===== src/rtl/ssp_chk_pkg.sv =====
package ssp_chk_pkg;
  localparam int MAX_OFF = 127;
  localparam int TS_W    = $clog2(MAX_OFF + 1) + 1;

  typedef struct packed {
    logic            bit_val;
    logic [TS_W-1:0] due;
  } pend_bit_t;
endpackage


===== src/rtl/ssp_pend_fifo.sv =====
module ssp_pend_fifo
  import ssp_chk_pkg::*;
#(
  parameter int DEPTH = 8
) (
  input  logic      clk,
  input  logic      rst,
  input  logic      flush,
  input  logic      push,
  input  pend_bit_t din,
  input  logic      pop,
  output pend_bit_t head,
  output logic      empty,
  output logic      full
);
  localparam int AW = (DEPTH > 1) ? $clog2(DEPTH) : 1;
  localparam int CW = $clog2(DEPTH + 1);

  pend_bit_t         mem [DEPTH];
  logic [AW-1:0]     wr_ptr, rd_ptr;
  logic [CW-1:0]     count;
  logic              do_push, do_pop;

  assign empty   = (count == '0);
  assign full    = (count == CW'(DEPTH));
  assign do_push = push && !full && !flush;
  assign do_pop  = pop && !empty && !flush;
  assign head    = mem[rd_ptr];

  always_ff @(posedge clk) begin
    if (do_push) mem[wr_ptr] <= din;
  end

  always_ff @(posedge clk) begin
    if (rst || flush) begin
      wr_ptr <= '0;
      rd_ptr <= '0;
      count  <= '0;
    end else begin
      if (do_push)
        wr_ptr <= (wr_ptr == AW'(DEPTH - 1)) ? '0 : wr_ptr + 1'b1;
      if (do_pop)
        rd_ptr <= (rd_ptr == AW'(DEPTH - 1)) ? '0 : rd_ptr + 1'b1;
      count <= count + CW'(do_push) - CW'(do_pop);
    end
  end

  // the environment keeps in-flight bits within the queue depth
  p_no_overflow_r6: assert property (@(posedge clk) disable iff (rst)
    (push && !flush) |-> (!full || pop))
    else $error("queue overflow");

  // a flush leaves the queue empty on the next cycle
  p_flush_empty_r4: assert property (@(posedge clk) disable iff (rst)
    flush |=> empty);
endmodule


===== config.mk =====
export PLATFORM = sky130hd
export DESIGN_NAME = ssp_pend_fifo
export DESIGN_NICKNAME = d
export VERILOG_FILES = /design/src/rtl/ssp_chk_pkg.sv /design/src/rtl/ssp_pend_fifo.sv
export SDC_FILE = /design/constraint.sdc
export NUM_CORES = 1
export LEC_CHECK = 0
export BUFFER_PORTS_ARGS = -buffer_cell sky130_fd_sc_hd__buf_2
export CAP_MARGIN = 30
export CORE_MARGIN = 2
export CORE_UTILIZATION = 40
export DETAILED_ROUTE_END_ITERATION = 10
export SLEW_MARGIN = 20
export SYNTH_ARGS = -nofsm -noshare
export SYNTH_HDL_FRONTEND = slang
export SYNTH_SLANG_ARGS = --single-unit

===== constraint.sdc =====
create_clock -name clk -period 3.3 [get_ports clk]
set_input_delay 0.66 -clock clk [delete_from_list [all_inputs] [get_ports clk]]
set_output_delay 0.66 -clock clk [all_outputs]
set_load 0.02 [all_outputs]

After elaboration in Yosys (flattened, before gate mapping)
Memories as Yosys holds them, arrays and structs flattened. A register that Yosys moved wholly into a read port is not among the register bits. Cells that the tools add are included.

$add $sub $neg: 4. Equal/unequal tests: 3. Mux-type cells: 6. Reductions and logical operators: 9.

Operators by type and width (count): $mux 3 (4); $add 3x1->3 const B (2); $eq 3x3->1 const B (2); $add 4x1->4 (1); $eq 4x4->1 const B (1); $logic_and 1x1->1 (4); $logic_not 4->1 (1); $sub 4x1->4 (1); $logic_not 1->1 (3); $mux 1 (2); $logic_or 1x1->1 (1).

Bits in registers: 10. Bits in writable memories: 72. Bits of input ports: 14. Output and inout port bits: 11. Word-level logic and storage cells: 26. Memories kept: 1.

Memories: mem (words 8, bits a word 9, rd ports 1, clocked after memory_dff 1, wr ports 1, line ssp_pend_fifo.sv:19) `pend_bit_t mem [DEPTH];`.

Logic depth before layout (Yosys ltp)
Gate-level depths: netlist of the first run.

Depth after elaboration: 6. Gate-level depth with buffers: 12. Mapped depth without buffers: 12.

Worst setup path before layout of the first run
OpenSTA, ideal clock, no wires.

Path kind: register -> register. Start: register count[2]. End: register count[2]. Setup time: 78 ps. Arrival time: 2506 ps. Required time: 3222 ps. Path slack: 717 ps. Cell stages (with the launch flop): 13. Path buffers: 0. Period minus slack after synthesis: 2583 ps. Cells stage by stage: dfxtp_1 -> inv_1 -> ha_1 -> nor3b_1 -> nand2b_1 -> nor2_1 -> ha_1 -> inv_1 -> ha_1 -> inv_1 -> fa_1 -> xor2_1 -> nor3_1.

Elaborated cells between the ends (all ways): 10. Those cells by class: add/sub (2); eq/ne (1); reduce/logical (7).

RTL lines: from (decl) (line ssp_pend_fifo.sv:21) `logic [CW-1:0] count;`; from (signal assigned) (line ssp_pend_fifo.sv:44) `count <= count + CW'(do_push) - CW'(do_pop);`; $logic_not 4->1 (line ssp_pend_fifo.sv:24) `assign empty = (count == '0);`; net empty (line ssp_pend_fifo.sv:13) `output logic empty,`; $logic_not 1->1 (line ssp_pend_fifo.sv:27) `assign do_pop = pop && !empty && !flush;`; $logic_and 1x1->1 (2 in series) (line ssp_pend_fifo.sv:27); $sub 4x1->4 (line ssp_pend_fifo.sv:44).

The timed path passes the listed nets, and every way through them passes these cells. A chain may end at the register's enable or synchronous reset.

==> out/results.tsv, run 1 <==
stage	metric	value	unit
run_status	outcome	complete, no violations	
yosys	netlist.top_cell.by_area	edfxtp_1	
detailed_routing	drc	0	
worst_setup_path	cp_data_required_time	2.64	ns
hold_path	holdPathEnd	rd_ptr[1]	
yosys	ys_warn_count	0	
hold_path	min_path_cells	2	
yosys	avgSynthCellArea	19.18	um2
final_layout	area.growth.synth_to_final	15.23	%
worst_setup_path	r2r_start	count[2]	
yosys	synth-edff-count	72	
sta	layout_setup_ws	0.6403	ns
detailed_routing	drt_pass1_iterations	4	
sta	fmax	376.0	MHz
grt	antenna_found_initial	0	
clock_tree	root_buffer	clkbuf_8	
sta	period_needed	2.660	ns
yosys	ys_types	29	
yosys	syn-cell-area	3491	um2
grt	grt_overflow	0	
die	initial_core_util	40.62	%
yosys	ys_seq_elements	85	
placed_design	dp_slack	0.6786	ns
sta	rsz0062_at_grt	false	
detailed_routing	vias	1707	
clock_tree	postCtsSetupBuffers	0	
power	leakage	0.001421	uW
sta	relSlewSlack	41.43	%
clock_tree	htreeDepth	3	
worst_setup_path	critPathMaxFanout	18	
clock_tree	clk_pin_slew	0.07	ns
sta	setup_violations	0	
final_layout	antenna-diode-count	0	
sta	finalCritPeriodShare	80.60	%
detailed_routing	postRouteAntennaNets	0	
detailed_routing	drt-vias-per-instance	5.065	
worst_setup_path	crit_path_start_kind	register	
yosys	synth_area_leaders	edfxtp_1 62%, mux4_1 14%, dfxtp_1 7.5%, ha_1 3.6%, mux2_2 2.9%	
yosys	async_reset_ff_share	0	%
power	p_per_area	506.2	nW/um2
final_layout	nNetsFinal	249	
sta	slew_viol_final	0	
power	ir_drop	0.2081	mV
placed_design	post_dp_cell_area	3815	um2
final_layout	final_core_util	46.81	%
placed_design	io_buffers	24	
clock_tree	cts_num_sinks	85	
placed_design	dpl.hpwl	3731	um
die	core.rowCount	34	
sta	worst_pin_slew	0.8753	ns
worst_setup_path	regToRegSetupSlack	0.68	ns
sta	setup_tns	0	ns
final_layout	drive_gt1_share	27.51	%
die	die_y	97.42	um
hold_path	hp-start	rd_ptr[1]	
flow_run	maxCapViolations	0	
detailed_routing	drt_iter0_drc	41	
clock_tree	numCtsBuffers	9	
grt	grt_pass1_wl	9390	um
yosys	yosysSeqAreaShare	69.39	%
worst_setup_path	arrival	2.00	ns
die	fp.dieArea	9491	um2
die	dieWidth	97.42	um
final_layout	stdcell_area	4023	um2
detailed_routing	wl_per_cell	17.37	um
yosys	syn-num-nets	207	
grt	grt_start_max_net_pins	19	
worst_setup_path	crit_type	reg -> out	
clock_tree	insertion_delay	0.34	ns
grt	first_global_vias	1760	
sta	fin_skew	0.004605	ns
clock_tree	cts_tree	yes	
placed_design	gp_congestion	0.6651	
sta	finalHoldViolCount	0	
clock_tree	cts_hold_buf	0	
grt	grtUsageTotal	13.40	%
die	core	8593	um2
clock_tree	cts_resized	0	
clock_tree	clockBufferDepth	2	
hold_path	hold_path_class	reg -> reg	
yosys	synth.top_cell.area_share	61.94	%
worst_setup_path	r2r_cells	11	
detailed_routing	routed_wl	5855	um
yosys	synthFlopType	edfxtp_1	
die	io_pins	25	
worst_setup_path	crit_path_end_kind	output port	
yosys	syn_inst	182	
sta	whs	0.4909	ns
worst_setup_path	r2r_end	count[2]	
==> routing by layer <==
layer	share of wire (%)	track usage, %	vias up	routed length (um)
met4	2.1	6.944	0	122
met3	2.7	3.237	12	160
met5	0	0	-	0
li1	-	-	811	-
met1	46	16.95	856	2704
met2	49	21.54	28	2869
==> per-stage QoR <==
stage               std cells  total power (uW)
floorplan                 182              1258
finish                    337              2036
global placement          321              1299
detailed placement        321              1301
CTS                       337              2063
global route              337              2117
==> cells by family (layout without fill, tap and decap cells) <==
family	count (synthesis)	in the layout	synth area share [%]
DFF	85	85	69.39
and+or+nand+nor	36	36	5.269
muxes	34	34	18.46
buffers and inverters	13	60	2.115
adders and majority gates	11	11	4.158
AOI/OAI and AO/OA	2	2	0.3584
xor gates and xnor gates	1	1	0.2509
==> area by class of cell <==
class                      instances  area (um2)
inverter                           7       26.28
clock inverter                     4       72.57
clock buffer                      12       135.1
tap                              108       135.1
multi-input combinational         84        1013
timing repair buffer              37       217.7
fill                             748        4571
sequential                        85        2422
==> layout by cell type (no fill, tap or decap), types with 2 or more instances in the layout <==
master / synthesis / final
nor3b_1: 3 / 3
nand2_1: 14 / 14
bufinv_16: 0 / 2
clkbuf_1: 2 / 3
buf_4: 0 / 13
clkbuf_8: 0 / 9
mux2i_1: 7 / 7
buf_2: 1 / 24
nor2_1: 5 / 5
ha_1: 10 / 10
mux2_2: 9 / 9
mux4_1: 18 / 18
nor3_1: 4 / 4
edfxtp_1: 72 / 72
nor4b_2: 0 / 2
inv_1: 7 / 7
dfxtp_1: 13 / 13
==> registers in the layout (all words and copies together) (netlist names), named ones only <==
register / flops
rd_ptr: 3
wr_ptr: 3
mem: 72
count: 4
==> power breakdown <==
group          internal, uW  switching, uW  leakage, uW
Combinational          39.8           55.1     0.000565
Sequential             1170           6.50     0.000755
Clock                   426            336     0.000101
==> synthesized netlist by cell type (2+ instances only) <==
cell type / instances
clkbuf_1: 2
dfxtp_1: 13
edfxtp_1: 72
ha_1: 10
inv_1: 7
mux2_2: 9
mux2i_1: 7
mux4_1: 18
nand2_1: 14
nor2_1: 5
nor3_1: 4
nor3b_1: 3
nor4b_1: 2
==> how the worst max path moves through the flow <==
stage	depth (start not counted)	slack [ns]	start	to
6_report	4	0.64	register	head[1]
5_1_grt	11	0.52	count[2]	count[2]
4_1_cts	4	0.58	register	head[1]
3_5_place_dp	11	0.68	count[2]	count[2]
3_3_place_gp	11	0.77	count[2]	count[2]
2_1_floorplan	12	0.72	count[2]	count[2]
==> worst max-delay path: stages, from the launching register on <==
cell and delay (ns):
dfxtp_1 0.31, buf_4 0.29, mux4_1 0.61, mux2_2 0.29, buf_2 0.16
No activity file was read; power rests on OpenSTA's default activity.
==> inputs of run 2 (changes only) <==
clock period = 2.2 ns   (was 3.3 ns; I/O delays follow)
==> run 2 against run 1 <==
The run now ends with negative setup slack left. Non-clock buffer count is 17 higher. Sequential cell count did not move. Sequential power increased by 49%. Die area stayed put. Largest power group unchanged. Total power increased by 45%. Final cell count increased by 4.7%. Hold slack worse by 0.20 ns. First-iteration DRC count up 120%.
==> out/results.tsv, run 2 (synthesized netlist as in run 1, its figures left out) <==
stage	metric	value	unit	change
run_status	outcome	finished, violations left		
run_status	violations	negative setup slack		
worst_setup_path	r2r_end	count[2]		
clock_tree	clk_pin_slew	0.08	ns	about the same
worst_setup_path	crit_path_end_kind	output port		
flow_run	maxCapViolations	0		unchanged
clock_tree	cts_num_sinks	85		unchanged
hold_path	hold_path_class	in -> reg		
grt	grtUsageTotal	15.01	%	+1.6 points
hold_path	holdPathEnd	count[1]		
die	die_y	97.42	um	unchanged
placed_design	io_buffers	24		unchanged
power	ir_drop	0.2790	mV	+34%
final_layout	largest_register	mem		
power	p_per_area	686.0	nW/um2	+36%
final_layout	stdcell_area	4292	um2	+6.7%
placed_design	dp_slack	-0.09566	ns	-0.7742 ns
detailed_routing	drt-vias-per-instance	5.122		+1.1%
worst_setup_path	critPathMaxFanout	5		-13
sta	relSlewSlack	60.47	%	+19 points
worst_setup_path	slowest_delay	0.48	ns	-0.13 ns
die	core.rowCount	34		unchanged
sta	setup_violations	9		+9
final_layout	fillers	747		-0.13%
worst_setup_path	cp_data_required_time	1.76	ns	-0.88 ns
hold_path	min_path_cells	2		unchanged
hold_path	hp-start	rst		
sta	setup_tns	-1.076	ns	-1.076 ns
detailed_routing	vias	1808		+5.9%
sta	fin_skew	0.01066	ns	+0.006052 ns
worst_setup_path	crit_path_start_kind	register		
die	dieWidth	97.42	um	unchanged
die	fp.dieArea	9491	um2	unchanged
die	io_pins	25		unchanged
sta	rsz0062_at_grt	true		
worst_setup_path	slowest_stage	mux4_2		
worst_setup_path	path_cells	buf_12 -> buf_16 -> mux4_2 -> mux2_4 -> buf_6		
sta	slew_viol_final	0		unchanged
worst_setup_path	crit_type	reg -> out		
detailed_routing	drt_iter0_drc	89		+120%
power	leakage	0.001513	uW	+6.5%
detailed_routing	wl_per_cell	18.71	um	+7.7%
detailed_routing	drc	0		unchanged
clock_tree	clockBufferDepth	2		unchanged
final_layout	nNetsFinal	266		+6.8%
final_layout	mostFrequentLayoutCells	72 x edfxtp_1, 23 x buf_4, 18 x mux4_2		
sta	worst_pin_slew	0.5908	ns	-0.2845 ns
sta	fmax	428.6	MHz	
grt	first_global_vias	1882		+6.9%
clock_tree	cts_hold_buf	0		unchanged
final_layout	antenna-diode-count	0		unchanged
worst_setup_path	regToRegSetupSlack	0.06	ns	-0.62 ns
grt	grt_start_max_net_pins	19		unchanged
detailed_routing	postRouteAntennaNets	0		unchanged
die	core	8593	um2	unchanged
die	initial_core_util	40.62	%	unchanged
detailed_routing	routed_wl	6606	um	+13%
final_layout	final_core_util	49.94	%	+3.1 points
final_layout	largest_reg_flops	72		unchanged
sta	layout_setup_ws	-0.1332	ns	-0.7735 ns
placed_design	dpl.hpwl	3867	um	+3.7%
sta	period_needed	2.333	ns	
final_layout	drive_gt1_share	46.53	%	+19 points
clock_tree	htreeDepth	3		unchanged
worst_setup_path	arrival	1.89	ns	-0.11 ns
final_layout	multi_input_area	1049	um2	+3.5%
grt	grt_overflow	0		unchanged
grt	grt_pass1_wl	10630	um	+13%
final_layout	top_regs	mem: 72 flops, count: 4 flops		
placed_design	gp_congestion	0.7442		+12%
clock_tree	cts_tree	yes		
grt	antenna_found_initial	0		unchanged
final_layout	layout_commonest_cell	edfxtp_1		
worst_setup_path	r2r_start	count[2]		
final_layout	area.growth.synth_to_final	22.94	%	
final_layout	regArea	2427	um2	+0.21%
sta	finalCritPeriodShare	106.1	%	
worst_setup_path	r2r_cells	13		+2
placed_design	post_dp_cell_area	3925	um2	+2.9%
detailed_routing	drt_pass1_iterations	4		unchanged
sta	finalHoldViolCount	0		unchanged
clock_tree	root_buffer	clkbuf_8		
clock_tree	numCtsBuffers	9		unchanged
clock_tree	insertion_delay	0.35	ns	about the same
[run 2: cell count changes in the layout (fill, tap and decap cells not counted), moves of 3 or more]
cell and delta:
inv_2 +3, buf_2 -9, mux4_2 +18, inv_1 -3, mux2_2 -9, mux4_1 -18
buf_4 +10, buf_6 +11, clkbuf_1 -3, mux2_4 +9
[run 2: layer usage]
layer	part of all wire [%]	track usage, %	routed length, um	vias up
met5	0	0	0	-
met4	1.6	5.449	104	0
met3	3.3	3.453	218	9
met2	49	22.92	3212	34
met1	46	21.29	3071	933
li1	-	-	-	832
[run 2: how the worst max path moves through the flow]
| stage | to | slack [ns] | cells after the start |
|---|---|---|---|
| floorplan | count[2] | -0.07 | 11 |
| global placement | count[2] | -0.07 | 13 |
| detailed placement | count[2] | -0.1 | 11 |
| CTS | head[0] | -0.16 | 5 |
| global route | head[0] | -0.20 | 5 |
| finish | head[0] | -0.13 | 5 |
[run 2: what timing repair did]
| item | CTS | global route |
|---|---|---|
| gates cloned | 3 | 0 |
| pin swaps | 4 | 7 |
| endpoints found under the hold margin | 0 | 0 |
| buffers inserted | 5 | 2 |
| resized for setup | 62 | 4 |
| setup endpoints to repair | 16 | 11 |
[run 2: worst max-delay path, delay by kind of cell, from the launching register on]
family,cells,cell delay (ns)
multiplexers,2,0.77
flip-flops,1,0.39
buffers and inverters,3,0.38
[run 2: where the power goes]
group | switching (uW) | total, uW | internal, uW
clock | 562 | 973 | 411
sequential | 5.67 | 1760 | 1760
combinational | 102 | 207 | 105
total | 670 | 2940 | 2270
[run 2: stage by stage]
stage | power, uW | hold slack (ns) | cells
5_1_grt | 3043 | 0.3038 | 353
2_1_floorplan | 1895 | 0.4577 | 182
4_1_cts | 2969 | 0.2795 | 353
6_report | 2944 | 0.2954 | 353
3_3_place_gp | 1971 | 0.4841 | 329
3_5_place_dp | 1974 | 0.4943 | 330
[run 2: final cells by class]
class                           instances  area share [%]
Clock buffer                            9           2.886
Inverter                                7          0.6122
Clock inverter                          6           1.137
Tap cell                              108           3.149
Multi-Input combinational cell         84           24.43
Timing Repair Buffer                   54           11.22
Sequential cell                        85           56.56
